### src/rtl/sprom_pkg.sv
package sprom_pkg;

    // Transfer phases of the reader
    typedef enum logic [2:0] {
        PH_IDLE   = 3'd0,
        PH_SETUP  = 3'd1,
        PH_CMD    = 3'd2,
        PH_DATA   = 3'd3,
        PH_DESEL  = 3'd4,
        PH_FINISH = 3'd5
    } phase_t;

    // Start bit followed by the read opcode
    localparam logic [2:0] READ_PREFIX = 3'b110;

    // Controls from the sequencer to the shift datapath
    typedef struct packed {
        logic load;
        logic shift_cmd;
        logic sample;
    } shift_ctl_t;

    function automatic int max2(input int a, input int b);
        return (a > b) ? a : b;
    endfunction

endpackage

### src/rtl/sprom_halfclk.sv
module sprom_halfclk #(
    parameter int HALF_CYC = 2000
) (
    input  logic clk,
    input  logic rst,
    input  logic run,
    output logic half_end
);
    localparam int CNT_W = (HALF_CYC > 1) ? $clog2(HALF_CYC) : 1;
    localparam logic [CNT_W-1:0] LAST = CNT_W'(HALF_CYC - 1);

    logic [CNT_W-1:0] cnt;

    assign half_end = run && (cnt == LAST);

    always_ff @(posedge clk) begin
        if (rst || !run || half_end) begin
            cnt <= '0;
        end else begin
            cnt <= cnt + 1'b1;
        end
    end
endmodule

### src/rtl/sprom_seq.sv
module sprom_seq
    import sprom_pkg::*;
#(
    parameter int CMD_BITS  = 9,
    parameter int DATA_BITS = 16
) (
    input  logic       clk,
    input  logic       rst,
    input  logic       start,
    input  logic       half_end,
    output phase_t     phase,
    output logic       sk,
    output logic       cs,
    output logic       run,
    output shift_ctl_t ctl
);
    localparam int BC_W = $clog2(max2(CMD_BITS, DATA_BITS));
    localparam logic [BC_W-1:0] CMD_LAST  = BC_W'(CMD_BITS - 1);
    localparam logic [BC_W-1:0] DATA_LAST = BC_W'(DATA_BITS - 1);

    logic [BC_W-1:0] bitc;

    assign run           = (phase != PH_IDLE) && (phase != PH_FINISH);
    assign ctl.load      = (phase == PH_IDLE) && start;
    assign ctl.shift_cmd = (phase == PH_CMD) && sk && half_end;
    assign ctl.sample    = (phase == PH_DATA) && sk && half_end;

    always_ff @(posedge clk) begin
        if (rst) begin
            phase <= PH_IDLE;
            sk    <= 1'b0;
            cs    <= 1'b0;
            bitc  <= '0;
        end else begin
            unique case (phase)
                PH_IDLE: begin
                    if (start) begin
                        phase <= PH_SETUP;
                        cs    <= 1'b1;
                    end
                end
                PH_SETUP: begin
                    if (half_end) begin
                        phase <= PH_CMD;
                        sk    <= 1'b1;
                        bitc  <= '0;
                    end
                end
                PH_CMD: begin
                    if (half_end) begin
                        if (sk) begin
                            sk <= 1'b0;
                        end else begin
                            sk <= 1'b1;
                            if (bitc == CMD_LAST) begin
                                phase <= PH_DATA;
                                bitc  <= '0;
                            end else begin
                                bitc <= bitc + 1'b1;
                            end
                        end
                    end
                end
                PH_DATA: begin
                    if (half_end) begin
                        if (sk) begin
                            sk <= 1'b0;
                        end else begin
                            sk <= 1'b1;
                            if (bitc == DATA_LAST) begin
                                phase <= PH_DESEL;
                                cs    <= 1'b0;
                            end else begin
                                bitc <= bitc + 1'b1;
                            end
                        end
                    end
                end
                PH_DESEL: begin
                    if (half_end) begin
                        if (sk) begin
                            sk <= 1'b0;
                        end else begin
                            phase <= PH_FINISH;
                        end
                    end
                end
                PH_FINISH: begin
                    phase <= PH_IDLE;
                end
                default: begin
                    phase <= PH_IDLE;
                    sk    <= 1'b0;
                    cs    <= 1'b0;
                end
            endcase
        end
    end
endmodule

### src/rtl/sprom_shift.sv
module sprom_shift
    import sprom_pkg::*;
#(
    parameter int CMD_BITS  = 9,
    parameter int DATA_BITS = 16
) (
    input  logic                 clk,
    input  logic                 rst,
    input  shift_ctl_t           ctl,
    input  logic [CMD_BITS-1:0]  cmd_word,
    input  logic                 do_bit,
    output logic                 di_bit,
    output logic [DATA_BITS-1:0] word
);
    logic [CMD_BITS-1:0] cmd_sr;

    // The serial data output is the top of the command register; it
    // empties to zero after the last frame bit.
    assign di_bit = cmd_sr[CMD_BITS-1];

    always_ff @(posedge clk) begin
        if (rst) begin
            cmd_sr <= '0;
            word   <= '0;
        end else begin
            if (ctl.load) begin
                cmd_sr <= cmd_word;
            end else if (ctl.shift_cmd) begin
                cmd_sr <= {cmd_sr[CMD_BITS-2:0], 1'b0};
            end
            if (ctl.sample) begin
                word <= {word[DATA_BITS-2:0], do_bit};
            end
        end
    end
endmodule

### src/rtl/sprom_word_reader.sv
module sprom_word_reader
    import sprom_pkg::*;
#(
    parameter int ADDR_W   = 6,
    parameter int DATA_W   = 16,
    parameter int HALF_CYC = 2000
) (
    input  logic              clk,
    input  logic              rst,
    input  logic              start,
    input  logic [ADDR_W-1:0] addr,
    output logic              busy,
    output logic              done,
    output logic [DATA_W-1:0] rdata,
    output logic              ee_cs,
    output logic              ee_sk,
    output logic              ee_di,
    input  logic              ee_do
);
    localparam int CMD_BITS = ADDR_W + $bits(READ_PREFIX);

    phase_t     phase;
    logic       half_end;
    logic       run;
    shift_ctl_t ctl;

    sprom_halfclk #(.HALF_CYC(HALF_CYC)) u_div (
        .clk      (clk),
        .rst      (rst),
        .run      (run),
        .half_end (half_end)
    );

    sprom_seq #(.CMD_BITS(CMD_BITS), .DATA_BITS(DATA_W)) u_seq (
        .clk      (clk),
        .rst      (rst),
        .start    (start),
        .half_end (half_end),
        .phase    (phase),
        .sk       (ee_sk),
        .cs       (ee_cs),
        .run      (run),
        .ctl      (ctl)
    );

    sprom_shift #(.CMD_BITS(CMD_BITS), .DATA_BITS(DATA_W)) u_shift (
        .clk      (clk),
        .rst      (rst),
        .ctl      (ctl),
        .cmd_word ({READ_PREFIX, addr}),
        .do_bit   (ee_do),
        .di_bit   (ee_di),
        .word     (rdata)
    );

    assign busy = (phase != PH_IDLE);
    assign done = (phase == PH_FINISH);
endmodule

### config.mk
export PLATFORM = sky130hd
export DESIGN_NAME = sprom_word_reader
export DESIGN_NICKNAME = d
export VERILOG_FILES = /design/src/rtl/sprom_pkg.sv /design/src/rtl/sprom_halfclk.sv /design/src/rtl/sprom_seq.sv /design/src/rtl/sprom_shift.sv /design/src/rtl/sprom_word_reader.sv
export SDC_FILE = /design/constraint.sdc
export NUM_CORES = 1
export LEC_CHECK = 0
export BUFFER_PORTS_ARGS = -buffer_cell sky130_fd_sc_hd__buf_2
export CAP_MARGIN = 30
export CORE_MARGIN = 2
export CORE_UTILIZATION = 40
export CTS_CLUSTER_DIAMETER = 200
export CTS_CLUSTER_SIZE = 25
export DETAILED_ROUTE_END_ITERATION = 10
export PLACE_DENSITY = 0.67
export SLEW_MARGIN = 20
export SYNTH_ARGS = -nofsm -noshare
export SYNTH_HDL_FRONTEND = slang
export SYNTH_SLANG_ARGS = --single-unit
### constraint.sdc
create_clock -name clk -period 2.1 [get_ports clk]
set_input_delay 0.42 -clock clk [delete_from_list [all_inputs] [get_ports clk]]
set_output_delay 0.42 -clock clk [all_outputs]
set_load 0.02 [all_outputs]
## Yosys cells after proc, flatten, opt, wreduce, memory -nomap -nowiden

Cells that the tools add are included.

- Register bits after elaboration: 45
- Input bits: 10
- Output and inout port bits: 21

- Add/sub/neg operators: 2
- Eq/ne operators: 21
- Multiplexer cells: 31
- Bitwise logic cells: 2
- Reductions and logical operators: 22

Operators by type and width:

| cell | number |
|---|---|
| 3-bit two-way mux | 10 |
| 4-bit two-way mux | 7 |
| 2-bit != test, second input constant | 11 |
| 9-bit two-way mux | 2 |
| 3-bit case mux with 5 select lines | 1 |
| 4-bit case mux with 3 select lines | 1 |
| 11-bit by 1-bit adder with 11-bit output, second input constant | 1 |
| 11-bit equality test, second input constant | 1 |
| 10-bit AND reduction | 1 |
| 4-bit equality test, second input constant | 2 |
| 1-bit two-way mux | 8 |
| 1-bit logical AND | 7 |
| 7-bit AND reduction | 1 |
| 3-bit by 2-bit equality test with 1-bit output, second input constant | 2 |
| 3-bit equality test, second input constant | 2 |
| 3-bit nonzero test | 2 |
| 2-bit OR reduction | 3 |
| 5-bit AND reduction | 1 |
| 4-bit by 1-bit adder with 4-bit output, second input constant | 1 |
| 1-bit case mux with 4 select lines | 1 |
| 4-bit AND reduction | 1 |
| 4-bit OR reduction | 1 |
| 3-bit by 1-bit equality test with 1-bit output, second input constant | 1 |
| 3-bit logical NOT | 1 |
| other kinds (7) | 9 |

## Depth between registers and ports, before layout

- Word-level depth: 6
- Mapped depth: 8

## Hierarchy

From an unflattened synthesis, not the netlist that was laid out.

- Cells, all modules: 232
- Area total of the unflattened synthesis: 2134.5 sq um

Modules (own cells, without submodules):

| module | times used | cells an instance | area each (sq um) | sequential area each (sq um) |
|---|---|---|---|---|
| sprom_shift | 1 | 92 | 984.7 | 500.5 |
| sprom_seq | 1 | 79 | 629.4 | 180.2 |
| sprom_halfclk | 1 | 57 | 496.7 | 220.2 |
| sprom_word_reader | 1 | 4 | 23.8 | 0.0 |

## Least setup slack after synthesis

OpenSTA, ideal clock, no wires.

- Kind: register to register
- From: register u_seq.sk
- To: register u_shift.cmd_sr[4]
- Data arrival time: 1617 ps
- Data required time: 1997 ps
- Setup slack: 380 ps
- Stages on the path, launching flop included: 6
- Period minus slack after synthesis: 1720 ps
- Cell sequence: dfxtp_1 clkbuf_8 nor4bb_1 nand4_1 buf_2 a2111oi_2

- Longest elaborated chain between the ends: 3

RTL lines:

| item | line | RTL |
|---|---|---|
| start, declared | sprom_seq.sv:12 | `output logic sk,` |
| start signal, assigned | sprom_seq.sv:31 | `sk <= 1'b0;` |
| start signal, assigned | sprom_seq.sv:45 | `sk <= 1'b1;` |
| start signal, assigned | sprom_seq.sv:52 | `sk <= 1'b0;` |
| 1-bit logical AND (2 in series) | sprom_seq.sv:25 | `assign ctl.shift_cmd = (phase == PH_CMD) && sk && half_end;` |
| 2-bit nonzero test (no line) | -- |  |
| end signal, assigned | sprom_shift.sv:27 | `cmd_sr <= cmd_word;` |
| end signal, assigned | sprom_shift.sv:29 | `cmd_sr <= {cmd_sr[CMD_BITS-2:0], 1'b0};` |
| end, declared | sprom_shift.sv:15 | `logic [CMD_BITS-1:0] cmd_sr;` |

Every way passes these cells.
A chain may end at the register's enable or synchronous reset.

## Worst setup path in the final report

- From: register u_div.cnt[0]
- To: register u_div.cnt[9]

- Longest elaborated chain between the ends: 3
- Elaborated cells between the ends (all ways): 4
- Those cells by class: add/sub: 1; eq/ne: 1; reduce/logical: 2

RTL lines:

| item | line | RTL |
|---|---|---|
| start, declared | sprom_halfclk.sv:12 | `logic [CNT_W-1:0] cnt;` |
| start signal, assigned | sprom_halfclk.sv:20 | `cnt <= cnt + 1'b1;` |
| branches (longest 3 deep; another with 11-bit by 1-bit adder with 11-bit output) | -- |  |

Parallel ways; which one is timed is not known.

==> impl_metrics.yaml <==
power:
  power.switching_mw: 0.429
  combPwrFrac_pct: 10.7
  p_int_mw: 1.34
  power_density_nw_per_um2: 702
  p_leak_nw: 0.961
  seqPwrFrac_pct: 50.5
  swShare_pct: 24.2
  vdd_drop_max_mv: 0.528
  clock_power_share_pct: 38.8
  total_power_mw: 1.77
hold_path:
  hold_class: "in2reg"
  hold_depth: 3
worst_setup_path:
  r2r_cells: 5
  worstSetupStartpointType: "flop"
  worst-path-buf-inv: 0
  crit_arrival_ns: 2.04
  cp.depth: 5
  critical_path_class: "reg2reg"
  crit_family: "simple AND/OR/NAND/NOR gates"
  crit_chain: "ha_1 > and3_1 > nand3_1 > o211ai_1 > nor2_1"
  endpoint_kind: "flop"
  crit_fanout: 11
  crit_required_ns: 2.25
  slowest_delay_ns: 0.49
  worst_path_max_delay_cell: "o211ai_1"
timing:
  finalHoldViolCount: 0
  skew_ns: 0.00363
  post-route-period-util_pct: 89.7
  slew_headroom_pct: 42.4
  rsz0062_at_grt: "false"
  period_minus_slack_ns: 1.88
  worst_slew_pin_slew_ns: 0.860
  fmax_mhz: 531
  maxSlewViolCount: 0
  holdWs_ns: 0.368
  setup_violations: 0
  tns_ns: 0
floorplanning:
  num_rows: 26
  core-area_um2: 5200
  fp.dieW_um: 77.9
  initial_utilization_pct: 42.0
  io_pins: 31
  dieArea_um2: 6070
  die_h_um: 77.9
routing:
  vias_per_cell: 5.26
  antenna_left: 0
  dr.pass1.iters: 4
  wl_per_cell_um: 12.7
  drtIter0Drc: 79
  route.detailed.drc: 0
  num_vias: 1861
  wl_mm: 4.51
layout:
  post-route-util_pct: 48.4
  final_area_um2: 2520
  area_delta_synth_final_pct: 15.3
  fin_nets: 296
  drive_gt1_share_pct: 22.9
  fillers: 519
  final_cell_mix: "dfxtp_1 (45), nand2_1 (41), buf_2 (30)"
  final_common_cell: "dfxtp_1"
  antenna_cells: 0
clock_network:
  htreeDepth: 2
  cts_tree: "built"
  cts_inserted_buffers: 5
  cts_buffer_depth: 2
  postCtsSetupBuffers: 0
  clkTransAtPathRegs_ns: 0.08
  hold_buffers: 0
  cts_resized: 0
  cts_sinks: 45
  cts_root_buffer: "clkbuf_8"
  clkLatencyLatePin_ns: 0.30
synth:
  netlist_area_um2: 2190
  synth_async_sr_flop_share_pct: 0
  ys_seq_elements: 45
  ys_warn_count: 0
  synthCells: 250
  syn_avg_cell_area_um2: 8.74
  synth_edf_count: 0
  synth.yosys.seq_area_share_pct: 41.2
  synth_cell_type_count: 51
  syn-num-nets: 263
  ys.flop_type: "dfxtp_1"
global_route:
  grt_use_total_pct: 15.8
  grt_pass1_vias: 1682
  grt_overflow: 0
  grt_max_degree: 23
  antenna_found_initial: 0
  grt_pass1_wl_mm: 7.88
placement:
  io_buffer_count: 30
  hpwl_mm: 3.10
  gp_congestion: 0.868
  placed_area_um2: 2400
run:
  cap_viol_max_count: 0
status:
  status: "finished clean"
==> layout make-up <==
type / count / area [µm²] / share of cell area (%)
multi-input combinational: 180 / 1140 / 45.2
sequential: 45 / 901 / 35.7
timing repair buffer: 42 / 240 / 9.53
tap: 70 / 87.6 / 3.47
clock buffer: 6 / 82.6 / 3.28
clock inverter: 2 / 37.5 / 1.49
inverter: 9 / 33.8 / 1.34
==> power by group through the flow <==
stage          combinational [mW]  clock (mW)  sequential [mW]
2_1_floorplan               0.136           0            0.917
3_3_place_gp                0.188           0            0.913
3_5_place_dp                0.188           0            0.914
4_1_cts                     0.189       0.705            0.894
5_1_grt                     0.210       0.738            0.896
6_report                    0.189       0.686            0.893
==> synthesized netlist by cell type (2+ instances only) <==
cell type,n,share of area [%]
o311ai_1,2,0.80
clkbuf_1,3,0.52
o32ai_1,3,1.2
nand4_1,7,2.0
nand2_1,41,7.0
inv_1,9,1.5
and3_1,3,0.86
xor2_1,5,2.0
a211oi_1,2,0.69
dfxtp_1,45,41
nor3_1,11,2.5
a2111o_1,2,1.0
ha_1,3,1.7
and4_1,3,1.2
xnor2_1,5,2.0
a21o_1,2,0.69
buf_2,8,1.8
nand3_1,8,1.8
a2111oi_2,4,2.7
a21oi_1,22,5.0
clkbuf_8,3,1.9
nand2b_1,3,0.86
nor2_1,27,4.6
o211ai_1,2,0.69
==> worst register-to-register path: cells and delay by family, from the launching register on <==
family	cells	cell delay (ns)
AND/OR/NAND/NOR	3	0.66
AO/OA/AOI/OAI	1	0.49
flip-flops	1	0.38
adder cells (fa/ha/maj)	1	0.21
==> sequential cells by signal, indices dropped and copies added, names as in the netlist <==
name and cells:
u_div.cnt 11, u_shift.cmd_sr 9, u_seq.cs 1, u_shift.word 16, u_seq.phase 3, u_seq.sk 1, u_seq.bitc 4
==> metal layers <==
metal | track usage [%] | vias to the layer above | routed length [µm]
li1 | - | 952 | -
met1 | 21.3 | 874 | 2230
met2 | 25.1 | 30 | 2080
met3 | 3.02 | 5 | 137
met4 | 5.96 | 0 | 67
met5 | 0 | - | 0
==> cell families (layout without fill, tap and decap cells) <==
kind of cell    count (synthesis)  in the layout  share of synthesized area, %
xor+xnor                       10             10                          4.01
simple gates                  114            114                          26.6
buf+inv                        25             59                          6.70
flops                          45             45                          41.2
mux                             2              2                         0.973
fa+ha+maj                       4              4                          2.18
compound gates                 50             50                          18.3
==> path summary, 6_finish.rpt <==
kind | start | endpoint | slack [ns]
worst max register to register | u_div.cnt[0] | u_div.cnt[9] | 0.22
worst min register to register | u_shift.word[15] | u_shift.word[15] | 0.46
worst max-delay path | u_div.cnt[0] | u_div.cnt[9] | 0.22
worst min-delay path | ee_do | u_shift.word[0] | 0.37
==> per-stage QoR <==
stage                     cells  worst slack [ns]
after floorplan             250             0.380
after global placement      346             0.295
after detailed placement    346             0.210
after CTS                   354             0.209
after global routing        354            0.0224
final                       354             0.216
Power figures use the tool's default switching activity.
